File: src/rtl/rtc_pkg.sv
package rtc_pkg;
  localparam int unsigned DATA_W = 32;
  localparam int unsigned ADDR_W = 12;
  localparam int unsigned WORD_W = ADDR_W - 2;

  // word offsets (byte offset >> 2)
  localparam logic [WORD_W-1:0] W_COUNT = 10'h000;
  localparam logic [WORD_W-1:0] W_MATCH = 10'h001;
  localparam logic [WORD_W-1:0] W_LOAD  = 10'h002;
  localparam logic [WORD_W-1:0] W_CTRL  = 10'h003;
  localparam logic [WORD_W-1:0] W_MASK  = 10'h004;
  localparam logic [WORD_W-1:0] W_RAW   = 10'h005;
  localparam logic [WORD_W-1:0] W_MIS   = 10'h006;
  localparam logic [WORD_W-1:0] W_CLR   = 10'h007;
  // identification window: top eight words, selected by word bits [9:3]
  localparam logic [WORD_W-4:0] ID_PAGE = 7'h7F;

  function automatic logic [7:0] id_byte(input logic [2:0] idx);
    case (idx)
      3'd0: id_byte = 8'h31;
      3'd1: id_byte = 8'h10;
      3'd2: id_byte = 8'h14;
      3'd3: id_byte = 8'h00;
      3'd4: id_byte = 8'h0D;
      3'd5: id_byte = 8'hF0;
      3'd6: id_byte = 8'h05;
      default: id_byte = 8'hB1;
    endcase
  endfunction
endpackage

File: src/rtl/rtc_prescaler.sv
module rtc_prescaler #(
  parameter int unsigned CYCLES_PER_TICK = 100_000_000
) (
  input  logic clk,
  input  logic rst_n,
  input  logic restart_i,
  output logic tick_o
);
  localparam int unsigned CNT_W = (CYCLES_PER_TICK > 1) ? $clog2(CYCLES_PER_TICK) : 1;
  localparam logic [CNT_W-1:0] LAST = CNT_W'(CYCLES_PER_TICK - 1);

  logic [CNT_W-1:0] cnt_q;

  assign tick_o = !restart_i && (cnt_q == LAST);

  always_ff @(posedge clk or negedge rst_n) begin
    if (!rst_n)                          cnt_q <= '0;
    else if (restart_i || cnt_q == LAST) cnt_q <= '0;
    else                                 cnt_q <= cnt_q + 1'b1;
  end

  assert_cnt_range_R2: assert property (@(posedge clk) disable iff (!rst_n)
    cnt_q <= LAST);
  assert_restart_zero_R3: assert property (@(posedge clk) disable iff (!rst_n)
    restart_i |=> (cnt_q == '0));
endmodule

File: src/rtl/rtc_seconds.sv
module rtc_seconds
  import rtc_pkg::*;
(
  input  logic              clk,
  input  logic              rst_n,
  input  logic              tick_i,
  input  logic              load_i,
  input  logic [DATA_W-1:0] load_val_i,
  input  logic [DATA_W-1:0] match_val_i,
  output logic [DATA_W-1:0] count_o,
  output logic              hit_o
);
  logic [DATA_W-1:0] count_q;
  logic [DATA_W-1:0] count_inc;

  assign count_inc = count_q + 1'b1;
  assign count_o   = count_q;
  assign hit_o     = tick_i && !load_i && (count_inc == match_val_i);

  always_ff @(posedge clk or negedge rst_n) begin
    if (!rst_n)      count_q <= '0;
    else if (load_i) count_q <= load_val_i;
    else if (tick_i) count_q <= count_inc;
  end

  assert_step_by_one_R2: assert property (@(posedge clk) disable iff (!rst_n)
    (tick_i && !load_i) |=> (count_q == $past(count_q) + 1'b1));
  assert_load_value_R3: assert property (@(posedge clk) disable iff (!rst_n)
    load_i |=> (count_q == $past(load_val_i)));
  assert_hold_idle_R2: assert property (@(posedge clk) disable iff (!rst_n)
    (!tick_i && !load_i) |=> $stable(count_q));
endmodule

File: src/rtl/rtc_irq_ctrl.sv
module rtc_irq_ctrl (
  input  logic clk,
  input  logic rst_n,
  input  logic hit_i,
  input  logic clr_i,
  input  logic mask_we_i,
  input  logic mask_bit_i,
  output logic raw_o,
  output logic mask_o,
  output logic irq_o
);
  logic raw_q, raw_d;
  logic mask_q, mask_d;
  logic irq_q;

  always_comb begin
    raw_d = raw_q;
    if (clr_i) raw_d = 1'b0;
    if (hit_i) raw_d = 1'b1;
    mask_d = mask_we_i ? mask_bit_i : mask_q;
  end

  always_ff @(posedge clk or negedge rst_n) begin
    if (!rst_n) begin
      raw_q  <= 1'b0;
      mask_q <= 1'b0;
      irq_q  <= 1'b0;
    end else begin
      raw_q  <= raw_d;
      mask_q <= mask_d;
      irq_q  <= raw_d & mask_d;
    end
  end

  assign raw_o  = raw_q;
  assign mask_o = mask_q;
  assign irq_o  = irq_q;

  assert_raw_sticky_R5: assert property (@(posedge clk) disable iff (!rst_n)
    (raw_q && !clr_i) |=> raw_q);
  assert_raw_set_R5: assert property (@(posedge clk) disable iff (!rst_n)
    hit_i |=> raw_q);
  assert_clear_R6: assert property (@(posedge clk) disable iff (!rst_n)
    (clr_i && !hit_i) |=> !raw_q);
  assert_irq_matches_R8: assert property (@(posedge clk) disable iff (!rst_n)
    irq_q == (raw_q & mask_q));
endmodule

File: src/rtl/rtc_seconds_top.sv
module rtc_seconds_top
  import rtc_pkg::*;
#(
  parameter int unsigned CYCLES_PER_SEC = 100_000_000
) (
  input  logic              clk,
  input  logic              rst_n,
  input  logic [ADDR_W-1:0] addr_i,
  input  logic              wr_en_i,
  input  logic [DATA_W-1:0] wdata_i,
  output logic [DATA_W-1:0] rdata_o,
  output logic              irq_o
);
  logic [WORD_W-1:0] word;
  logic              unused_addr_bits;
  logic              we_match, we_load, we_mask, we_clr;
  logic [DATA_W-1:0] match_q, load_q, count;
  logic              tick, hit, raw, mask;

  assign word             = addr_i[ADDR_W-1:2];
  assign unused_addr_bits = ^addr_i[1:0];

  assign we_match = wr_en_i && (word == W_MATCH);
  assign we_load  = wr_en_i && (word == W_LOAD);
  assign we_mask  = wr_en_i && (word == W_MASK);
  assign we_clr   = wr_en_i && (word == W_CLR);

  always_ff @(posedge clk or negedge rst_n) begin
    if (!rst_n) begin
      match_q <= '0;
      load_q  <= '0;
    end else begin
      if (we_match) match_q <= wdata_i;
      if (we_load)  load_q  <= wdata_i;
    end
  end

  rtc_prescaler #(.CYCLES_PER_TICK(CYCLES_PER_SEC)) prescaler_i (
    .clk       (clk),
    .rst_n     (rst_n),
    .restart_i (we_load),
    .tick_o    (tick)
  );

  rtc_seconds seconds_i (
    .clk         (clk),
    .rst_n       (rst_n),
    .tick_i      (tick),
    .load_i      (we_load),
    .load_val_i  (wdata_i),
    .match_val_i (match_q),
    .count_o     (count),
    .hit_o       (hit)
  );

  rtc_irq_ctrl irq_ctrl_i (
    .clk        (clk),
    .rst_n      (rst_n),
    .hit_i      (hit),
    .clr_i      (we_clr),
    .mask_we_i  (we_mask),
    .mask_bit_i (wdata_i[0]),
    .raw_o      (raw),
    .mask_o     (mask),
    .irq_o      (irq_o)
  );

  always_comb begin
    rdata_o = '0;
    if (word[WORD_W-1:3] == ID_PAGE) begin
      rdata_o[7:0] = id_byte(word[2:0]);
    end else begin
      case (word)
        W_COUNT: rdata_o = count;
        W_MATCH: rdata_o = match_q;
        W_LOAD:  rdata_o = load_q;
        W_CTRL:  rdata_o[0] = 1'b1;
        W_MASK:  rdata_o[0] = mask;
        W_RAW:   rdata_o[0] = raw;
        W_MIS:   rdata_o[0] = raw & mask;
        default: rdata_o = '0;
      endcase
    end
  end

  assert_match_guarded_R11: assert property (@(posedge clk) disable iff (!rst_n)
    !we_match |=> $stable(match_q));
  assert_load_guarded_R11: assert property (@(posedge clk) disable iff (!rst_n)
    !we_load |=> $stable(load_q));
  assert_no_load_hit_R5: assert property (@(posedge clk) disable iff (!rst_n)
    we_load |-> !hit);
endmodule

File: config.mk
export PLATFORM = sky130hd
export DESIGN_NAME = rtc_seconds_top
export DESIGN_NICKNAME = d
export VERILOG_FILES = /design/src/rtl/rtc_pkg.sv /design/src/rtl/rtc_prescaler.sv /design/src/rtl/rtc_seconds.sv /design/src/rtl/rtc_irq_ctrl.sv /design/src/rtl/rtc_seconds_top.sv
export SDC_FILE = /design/constraint.sdc
export NUM_CORES = 1
export LEC_CHECK = 0
export CAP_MARGIN = 10
export CORE_ASPECT_RATIO = 0.75
export CORE_MARGIN = 8
export CORE_UTILIZATION = 23
export CTS_CLUSTER_DIAMETER = 50
export DETAILED_ROUTE_END_ITERATION = 8
export SLEW_MARGIN = 10
export SYNTH_ARGS = -nofsm -noshare
export SYNTH_HDL_FRONTEND = slang
export SYNTH_SLANG_ARGS = --single-unit
File: constraint.sdc
create_clock -name clk -period 3.99 [get_ports clk]
set_input_delay 0.399 -clock clk [delete_from_list [all_inputs] [get_ports clk]]
set_output_delay 0.399 -clock clk [all_outputs]
set_load 0.005 [all_outputs]
# [Yosys cells after proc, flatten, opt, wreduce, memory -nomap -nowiden]
# Cells that the tools add are included.
[word_totals] reg_bits=126 input_bits=47 out_inout_bits=33 elab_cells=50
[classes] n_addsub=2 eq_ne=16 mux=11 bitwise_logic=2 reduce_logical=12
[op_table] operator="$pmux 31 s3" n=1
[op_table] operator="$mux 32" n=2
[op_table] operator="$pmux 8 s7" n=1
[op_table] operator="$eq 10x3->1 const B" n=4
[op_table] operator="$add 32x1->32 const B" n=1
[op_table] operator="$eq 32x32->1" n=1
[op_table] operator="$add 27x1->27 const B" n=1
[op_table] operator="$eq 27x27->1 const B" n=1
[op_table] operator="$mux 27" n=1
[op_table] operator="$mux 24" n=1
[op_table] operator="$eq 10x2->1 const B" n=2
[op_table] operator="$eq 10x1->1 const B" n=1
[op_table] operator="$logic_not 10->1" n=1
[op_table] operator="$eq 3x3->1 const B" n=3
[op_table] operator="$mux 8" n=1
[op_table] operator="$eq 7x7->1 const B" n=1
[op_table] operator="$logic_and 1x1->1" n=7
[op_table] operator="$pmux 1 s7" n=1
[op_table] operator="$eq 3x2->1 const B" n=2
[op_table] operator="$eq 3x1->1 const B" n=1
[op_table] operator="$logic_not 3->1" n=1
[op_table] operator="$mux 1" n=3
[op_table] operator="$and 1x1->1" n=2
[op_table] operator="$reduce_bool 2->1" n=1
[op_table] operator="2 further kinds" n=2

# [Depth between registers and ports, before layout]
# Gate-level depths: netlist of run 1.
[depth] ltp_word=8 ltp_mapped=9 mapped_depth_nobuf=8

# [Modules after synthesis]
# A second synthesis of run 1 with hierarchy kept.
[hier_totals] cells_unflattened=816 hier_area_um2=7805.0
[by_module_without_submodules] mod="rtc_seconds_top" n_inst=1 cells_each=285 area_each_um2=3339.5 seq_area_each_um2=1601.5
[by_module_without_submodules] mod="rtc_seconds" n_inst=1 cells_each=351 area_each_um2=2805.2 seq_area_each_um2=800.8
[by_module_without_submodules] mod="rtc_prescaler" n_inst=1 cells_each=173 area_each_um2=1550.2 seq_area_each_um2=675.6
[by_module_without_submodules] mod="rtc_irq_ctrl" n_inst=1 cells_each=7 area_each_um2=110.1 seq_area_each_um2=75.1

# [Worst setup path after synthesis of run 1]
# Ideal clock, no wire load.
[synth_path] path_kind="flip-flop to flip-flop" startpoint="register seconds_i.count_q[1] (netlist: seconds_i.count_o[1])" endpoint="register irq_ctrl_i.irq_q (netlist: irq_ctrl_i.irq_o)" setup_ns=0.078 t_arrival_ns=2.193 required_time_ns=3.912 slack_ns=1.719 path_stages_with_launch=10 path_buffers=1 period_less_slack_ns=2.271 cell_sequence="dfrtp_1 ha_1 nand3_4 or4_1 buf_2 nor4_2 o32ai_1 a211oi_2 nand4_1 a21boi_1"
[synth_between] elab_chain_len=5
[synth_lines] item="from (decl)" line_no="rtc_seconds.sv:13" text="logic [DATA_W-1:0] count_q;"
[synth_lines] item="from (signal assigned)" line_no="rtc_seconds.sv:22" text="else if (load_i) count_q <= load_val_i;"
[synth_lines] item="from (signal assigned)" line_no="rtc_seconds.sv:23" text="else if (tick_i) count_q <= count_inc;"
[synth_lines] item="$add 32x1->32" line_no="rtc_seconds.sv:16" text="assign count_inc = count_q + 1'b1;"
[synth_lines] item="$eq 32x32->1" line_no="rtc_seconds.sv:18" text="assign hit_o = tick_i && !load_i && (count_inc == match_val_i);"
[synth_lines] item="$logic_and 1x1->1" line_no="rtc_seconds.sv:18"
[synth_lines] item="$mux 1" line_no="rtc_irq_ctrl.sv:19" text="if (hit_i) raw_d = 1'b1;"
[synth_lines] item="$and 1x1->1" line_no="rtc_irq_ctrl.sv:31" text="irq_q <= raw_d & mask_d;"
[synth_lines] item="to (signal assigned)" line_no="rtc_irq_ctrl.sv:31"
[synth_lines] item="to (decl)" line_no="rtc_irq_ctrl.sv:14" text="logic irq_q;"
# No other way between the ends.
# A chain may end at the register's enable or synchronous reset.

# [Worst setup path in the final report of run 1]
[layout_path] startpoint="input port addr_i[10]" endpoint="output port rdata_o[7]"
[layout_between] elab_chain_len=3 word_cells_on_any_way=6 classes_between="3 x eq/ne; 2 x mux; 1 x reduce/logical"
[layout_lines] item="from (decl)" line_no="rtc_seconds_top.sv:8" text="input logic [ADDR_W-1:0] addr_i,"
[layout_lines] item="$eq 10x2->1, or another cell as far along" line_no="rtc_seconds_top.sv:73" text="case (word)"
[layout_lines] item="$pmux 31 s3" line_no="rtc_seconds_top.sv:73"
[layout_lines] item="$mux 8 *" line_no="rtc_seconds_top.sv:70" text="if (word[WORD_W-1:3] == ID_PAGE) begin"
[layout_lines] item="to (decl)" line_no="rtc_seconds_top.sv:11" text="output logic [DATA_W-1:0] rdata_o,"
# Mark *: on every way between the ends. The rest lies on a longest branch, timed or not.

==> results.sh, run 1 <==
export IMPL_status="finished, final reports clean"
export IMPL_yosysTopAreaCell="dfrtp_1"
export IMPL_synth_commonest_cells="nand2_1 (136), dfrtp_1 (126), nor2_1 (102)"
export IMPL_synth_cell_types=62
export IMPL_period_needed_ns=3.54
export IMPL_nNetsFinal=952
export IMPL_syn_avg_cell_area_sq_um=8.87
export IMPL_crit_path_start_kind="input pin"
export IMPL_power_density_nw_per_um2=372
export IMPL_yosysTopAreaCellShare_pct=41.6
export IMPL_clock_sinks=126
export IMPL_worst_r2r_cell_count=8
export IMPL_ys_seq_area_share_pct=41.6
export IMPL_worstPathMaxFanout=11
export IMPL_arrival_ns=3.14
export IMPL_grt_pass1_wl_microns=35600
export IMPL_ant_nets=0
export IMPL_vias=6284
export IMPL_cts_buffer_depth=2
export IMPL_setup_violations=0
export IMPL_viasPerCell=4.63
export IMPL_crit_slowest_cell="clkdlybuf4s50_1"
export IMPL_numCtsBuffers=17
export IMPL_crit_required_ns=3.59
export IMPL_ys_ff_latch=126
export IMPL_worst_setup_path_type="in2out"
export IMPL_slew_headroom_pct=38.5
export IMPL_rsz0062_at_grt="false"
export IMPL_synthTopCellsByArea="dfrtp_1 (42%), nand2_1 (6.7%), xnor2_1 (6.1%)"
export IMPL_cts_resized=0
export IMPL_place_hpwl_microns=15800
export IMPL_synth_edf_count=0
export IMPL_antennaDiodeCount=0
export IMPL_max_freq_ghz=0.283
export IMPL_slew_viol_final=0
export IMPL_pin_count=80
export IMPL_synth_fa_ha_area_share_pct=0.330
export IMPL_path_buf_inv=3
export IMPL_synth_simple_area_share_pct=24.5
export IMPL_syn_inst=855
export IMPL_worst_path_dominant_cell_family="simple AND/OR/NAND/NOR gates"
export IMPL_synth_xor_area_share_pct=10.5
export IMPL_cts_root_buf="clkbuf_16"
export IMPL_synth_compound_area_share_pct=9.67
export IMPL_yosys_warnings=0
export IMPL_grt_pass1_vias=6159
export IMPL_cts_tree="built"
export IMPL_routed_wl_microns=21900
export IMPL_critPathMaxStageDelay_ns=0.57
export IMPL_critPathCaptureType="output pin"
export IMPL_grt_usage_pct=11.5
export IMPL_gp_congestion=0.864
export IMPL_core_area_sq_um=32400
export IMPL_firstDrtPassIters=7
export IMPL_yosysMostFrequentCell="nand2_1"
export IMPL_synthMuxAreaShare_pct=9.25
export IMPL_dpl_cell_area_sq_um=8730
export IMPL_tightest_slew_ns=0.922
export IMPL_p_leak_uw=0.00398
export IMPL_wire_per_inst_microns=16.2
export IMPL_die_width_microns=226
export IMPL_drc=0
export IMPL_synth_top_family_by_area="simple AND/OR/NAND/NOR gates"
export IMPL_rows=57
export IMPL_start_util_pct=23.4
export IMPL_cap_violations=0
export IMPL_grt_max_degree=119
export IMPL_skew_ns=0.00588
export IMPL_die_area_sq_um=39100
export IMPL_fin_area_sq_um=9340
export IMPL_overflow=0
export IMPL_hold_viol_final=0
export IMPL_path_depth=10
export IMPL_synth_nets=904
export IMPL_path_cells="clkdlybuf4s50_1 -> nor4_1 -> and2_1 -> nand2_1 -> buf_4 -> nor2_1 -> a22o_1 -> nand2_1 -> o31ai_1 -> clkdlybuf4s50_1"
export IMPL_areaGrowthSynthToFinish_pct=23.1
export IMPL_clk_pin_slew_ns=0.05
export IMPL_pre_cts_ws_ns=0.429
export IMPL_htree_num_levels=4
export IMPL_io_buffers=77
export IMPL_drive_gt1_share_pct=9.29
export IMPL_async_flop_share_pct=100
export IMPL_finalSetupTns_ns=0
export IMPL_clk_latency_ns=0.42
export IMPL_finalCritPeriodShare_pct=88.7
export IMPL_setup_slack_ns=0.452
export IMPL_syn_cell_area_sq_um=7590
export IMPL_antenna_found_initial=1
export IMPL_synth_ff_type="dfrtp_1"
export IMPL_hold_class="in2async"
export IMPL_die_h_microns=173
export IMPL_vdd_drop_max_mv=0.228
export IMPL_drtIter0Drc=472
power breakdown:
part           switching [uW]  internal [uW]
sequential               70.3           1340
clock                     552           1010
combinational             279            220
per-stage QoR:
stage	hold WS (ns)	instances	power, uW	util [%]
detailed placement	0.244	1325	1920	26.9
global route	0.365	1357	3630	28.8
floorplan	0.103	855	1750	-
CTS	0.361	1357	3510	28.8
global placement	0.243	1325	1910	26.9
finish	0.368	1357	3470	28.8
cells by family after synthesis:
| kind of cell | count (synthesis) |
|---|---|
| xor gates and xnor gates | 91 |
| muxes | 66 |
| DFF | 126 |
| buffers and inverters | 72 |
| adders and majority gates | 2 |
| and+or+nand+nor | 375 |
| AOI/OAI and AO/OA | 123 |
worst paths after layout:
check	start	to	slack [ns]
min in group clk	load_q[16]	load_q[16]	0.46
hold reg to reg	load_q[16]	load_q[16]	0.46
hold / removal	rst_n	match_q[2]	0.37
setup / recovery	addr_i[10]	rdata_o[7]	0.45
max in group asynchronous	rst_n	seconds_i.count_o[13]	2.76
setup reg to reg	seconds_i.count_o[0]	irq_ctrl_i.irq_o	1.05
metal layers:
metal | vias up | wire length, microns | global-route usage [%]
met1 | 3060 | 10900 | 16.8
met5 | - | 13 | 0
met4 | 2 | 293 | 3.14
met2 | 166 | 9350 | 16.4
met3 | 23 | 1390 | 3.03
li1 | 3033 | - | -
sequential cells by signal (all words and copies together), names as in the netlist:
name	cells
prescaler_i.cnt_q	27
irq_ctrl_i.irq_o	1
load_q	32
irq_ctrl_i.mask_o	1
irq_ctrl_i.raw_o	1
seconds_i.count_o	32
match_q	32
layout by cell type, fill, tap and decap left out, types with 5 or more instances in the layout:
cell type and instances:
xor2_1 38, nor4_2 5, o21ai_1 17, nand2_1 136
nand4_1 17, clkdlybuf4s50_1 74, o21ai_0 30, clkbuf_8 6
clkbuf_16 17, buf_4 13, a21oi_1 46, dfrtp_1 126
xnor2_1 53, and3_1 12, nand3_1 34, nor3b_1 5
or3_1 7, nor4_1 10, mux2i_1 33, nor3_1 14
mux2_2 17, inv_1 10, nor2_1 102, mux2_1 16
layout make-up:
cell class / count / area [sq um]
Clock inverter: 5 / 77.6
Clock buffer: 26 / 519
Multi-Input combinational cell: 657 / 4120
Timing Repair Buffer: 91 / 878
Tap cell: 442 / 553
Inverter: 10 / 37.5
Fill cell: 3392 / 23100
Sequential cell: 126 / 3150
what timing repair did:
item                                   in CTS  in global routing
setup buffers                               0                  0
setup endpoints to repair                   0                  0
hold buffers                                1                  0
endpoints found under the hold margin       8                  0
(Power assumes the default switching activity.)
==> run 2, diff against run 1 <==
CAP_MARGIN = not set   (was 10)
CORE_UTILIZATION = 50   (was 23)
HOLD_SLACK_MARGIN = 0.05   (was not set)
PLACE_DENSITY = 0.72   (was not set)
==> results.sh, run 2 (synthesis gave the netlist of run 1 again) <==
export IMPL_cts_tree="built"
export IMPL_wl_met3_microns=1310
export IMPL_slew_viol_final=0
export IMPL_fin_area_sq_um=9050
export IMPL_cts_resized=0
export IMPL_overflow=0
export IMPL_max_freq_ghz=0.303
export IMPL_hold_viol_final=0
export IMPL_cap_violations=0
export IMPL_setup_violations=0
export IMPL_vias=6382
export IMPL_io_buffers=77
export IMPL_p_leak_uw=0.00398
export IMPL_vdd_drop_max_mv=0.268
export IMPL_clock_sinks=126
export IMPL_crit_path_start_kind="input pin"
export IMPL_grt_pass1_wl_microns=32300
export IMPL_start_util_pct=50.5
export IMPL_cts_hold_buffers_added=0
export IMPL_dp_cells=1088
export IMPL_die_area_sq_um=19400
export IMPL_post_cts_buffers=0
export IMPL_m1WireLength_microns=9580
export IMPL_stdcell_count=1119
export IMPL_hold_class="in2async"
export IMPL_nNetsFinal=951
export IMPL_core_area_sq_um=15000
export IMPL_drc=0
export IMPL_pre_cts_ws_ns=0.676
export IMPL_numCtsBuffers=17
export IMPL_die_width_microns=158
export IMPL_dpl_cell_area_sq_um=8450
export IMPL_viasPerCell=5.70
export IMPL_grt_usage_pct=21.1
export IMPL_period_needed_ns=3.30
export IMPL_slew_headroom_pct=37.8
export IMPL_crit_required_ns=3.59
export IMPL_rows=39
export IMPL_tightest_slew_ns=0.932
export IMPL_whs_ns=0.0424
export IMPL_wl_met2_microns=8170
export IMPL_antenna_found_initial=0
export IMPL_clk_latency_ns=0.42
export IMPL_gp_congestion=0.912
export IMPL_wire_per_inst_microns=17.2
export IMPL_power_density_nw_per_um2=383
export IMPL_finalSetupTns_ns=0
export IMPL_critPathCaptureType="output pin"
export IMPL_finalCritPeriodShare_pct=82.7
export IMPL_areaGrowthSynthToFinish_pct=19.2
export IMPL_top_layer_used="met4"
export IMPL_clk_pin_slew_ns=0.05
export IMPL_ant_nets=0
export IMPL_worst_setup_path_type="in2out"
export IMPL_htree_num_levels=4
export IMPL_pin_count=80
export IMPL_arrival_ns=2.90
export IMPL_place_hpwl_microns=13600
export IMPL_worstPathMaxFanout=6
export IMPL_routed_wl_microns=19300
export IMPL_grt_max_degree=59
export IMPL_cts_buffer_depth=2
export IMPL_status="finished, final reports clean"
export IMPL_die_h_microns=123
export IMPL_skew_ns=0.00757
export IMPL_rsz0062_at_grt="false"
export IMPL_cts_root_buf="clkbuf_16"
export IMPL_firstDrtPassIters=5
export IMPL_drtIter0Drc=485
export IMPL_setup_slack_ns=0.692
export IMPL_final_common_cell="nand2_1"
export IMPL_drive_gt1_share_pct=9.30
export IMPL_layout_common_cells="nand2_1 (136), dfrtp_1 (126), nor2_1 (102)"
export IMPL_antennaDiodeCount=0
export IMPL_grt_pass1_vias=6120
[run 2: cell count changes in the layout (fill, tap and decap cells not counted), sizes merged]
cell / before / now
dlygate4sd3: 1 / 0
[run 2: stage by stage]
step	total power (uW)	util, %
3_3_place_gp	1910	56.2
4_1_cts	3480	60.2
6_report	3460	60.2
5_1_grt	3600	60.2
3_5_place_dp	1910	56.2
2_1_floorplan	1750	-
[run 2: final cells by class]
type                    count  area, sq um
clock buffers              26          519
inverters                  10         37.5
multi-input cells         657         4120
fillers                  1352         5980
well taps                 205          256
clock inverters             5         77.6
flip-flops and latches    126         3150
repair buffers             90          881
[run 2: where the power goes]
part	internal (uW)	switching, uW	leakage (uW)
registers	1340	71.6	0.00157
clock network	1010	549	0.000292
logic	218	276	0.00211
[run 2: worst paths after layout]
kind / startpoint / endpoint / slack (ns) / cells after the start
worst max-delay path: addr_i[10] / rdata_o[7] / 0.69 / 9
min in group clk: load_q[8] / load_q[8] / 0.46 / 2
max in group asynchronous: rst_n / prescaler_i.cnt_q[7] / 2.96 / 2
worst min register to register: load_q[8] / load_q[8] / 0.46 / 2
worst min-delay path: rst_n / match_q[4] / 0.04 / 1
worst max register to register: seconds_i.count_o[0] / irq_ctrl_i.irq_o / 1.07 / 8
[run 2: critical path, stage by stage]
cell	delay, ns
clkdlybuf4s50_1	0.42
nor4_1	0.51
and2_1	0.34
nand2_1	0.13
nor2_1	0.21
a22o_1	0.17
nand2_1	0.05
o31ai_1	0.11
clkdlybuf4s50_1	0.56
[run 2: per-layer routing]
metal	track usage, %	vias up
li1	-	3060
met1	30.8	3125
met2	30.1	178
met3	5.38	19
met4	6.17	0
met5	0	-
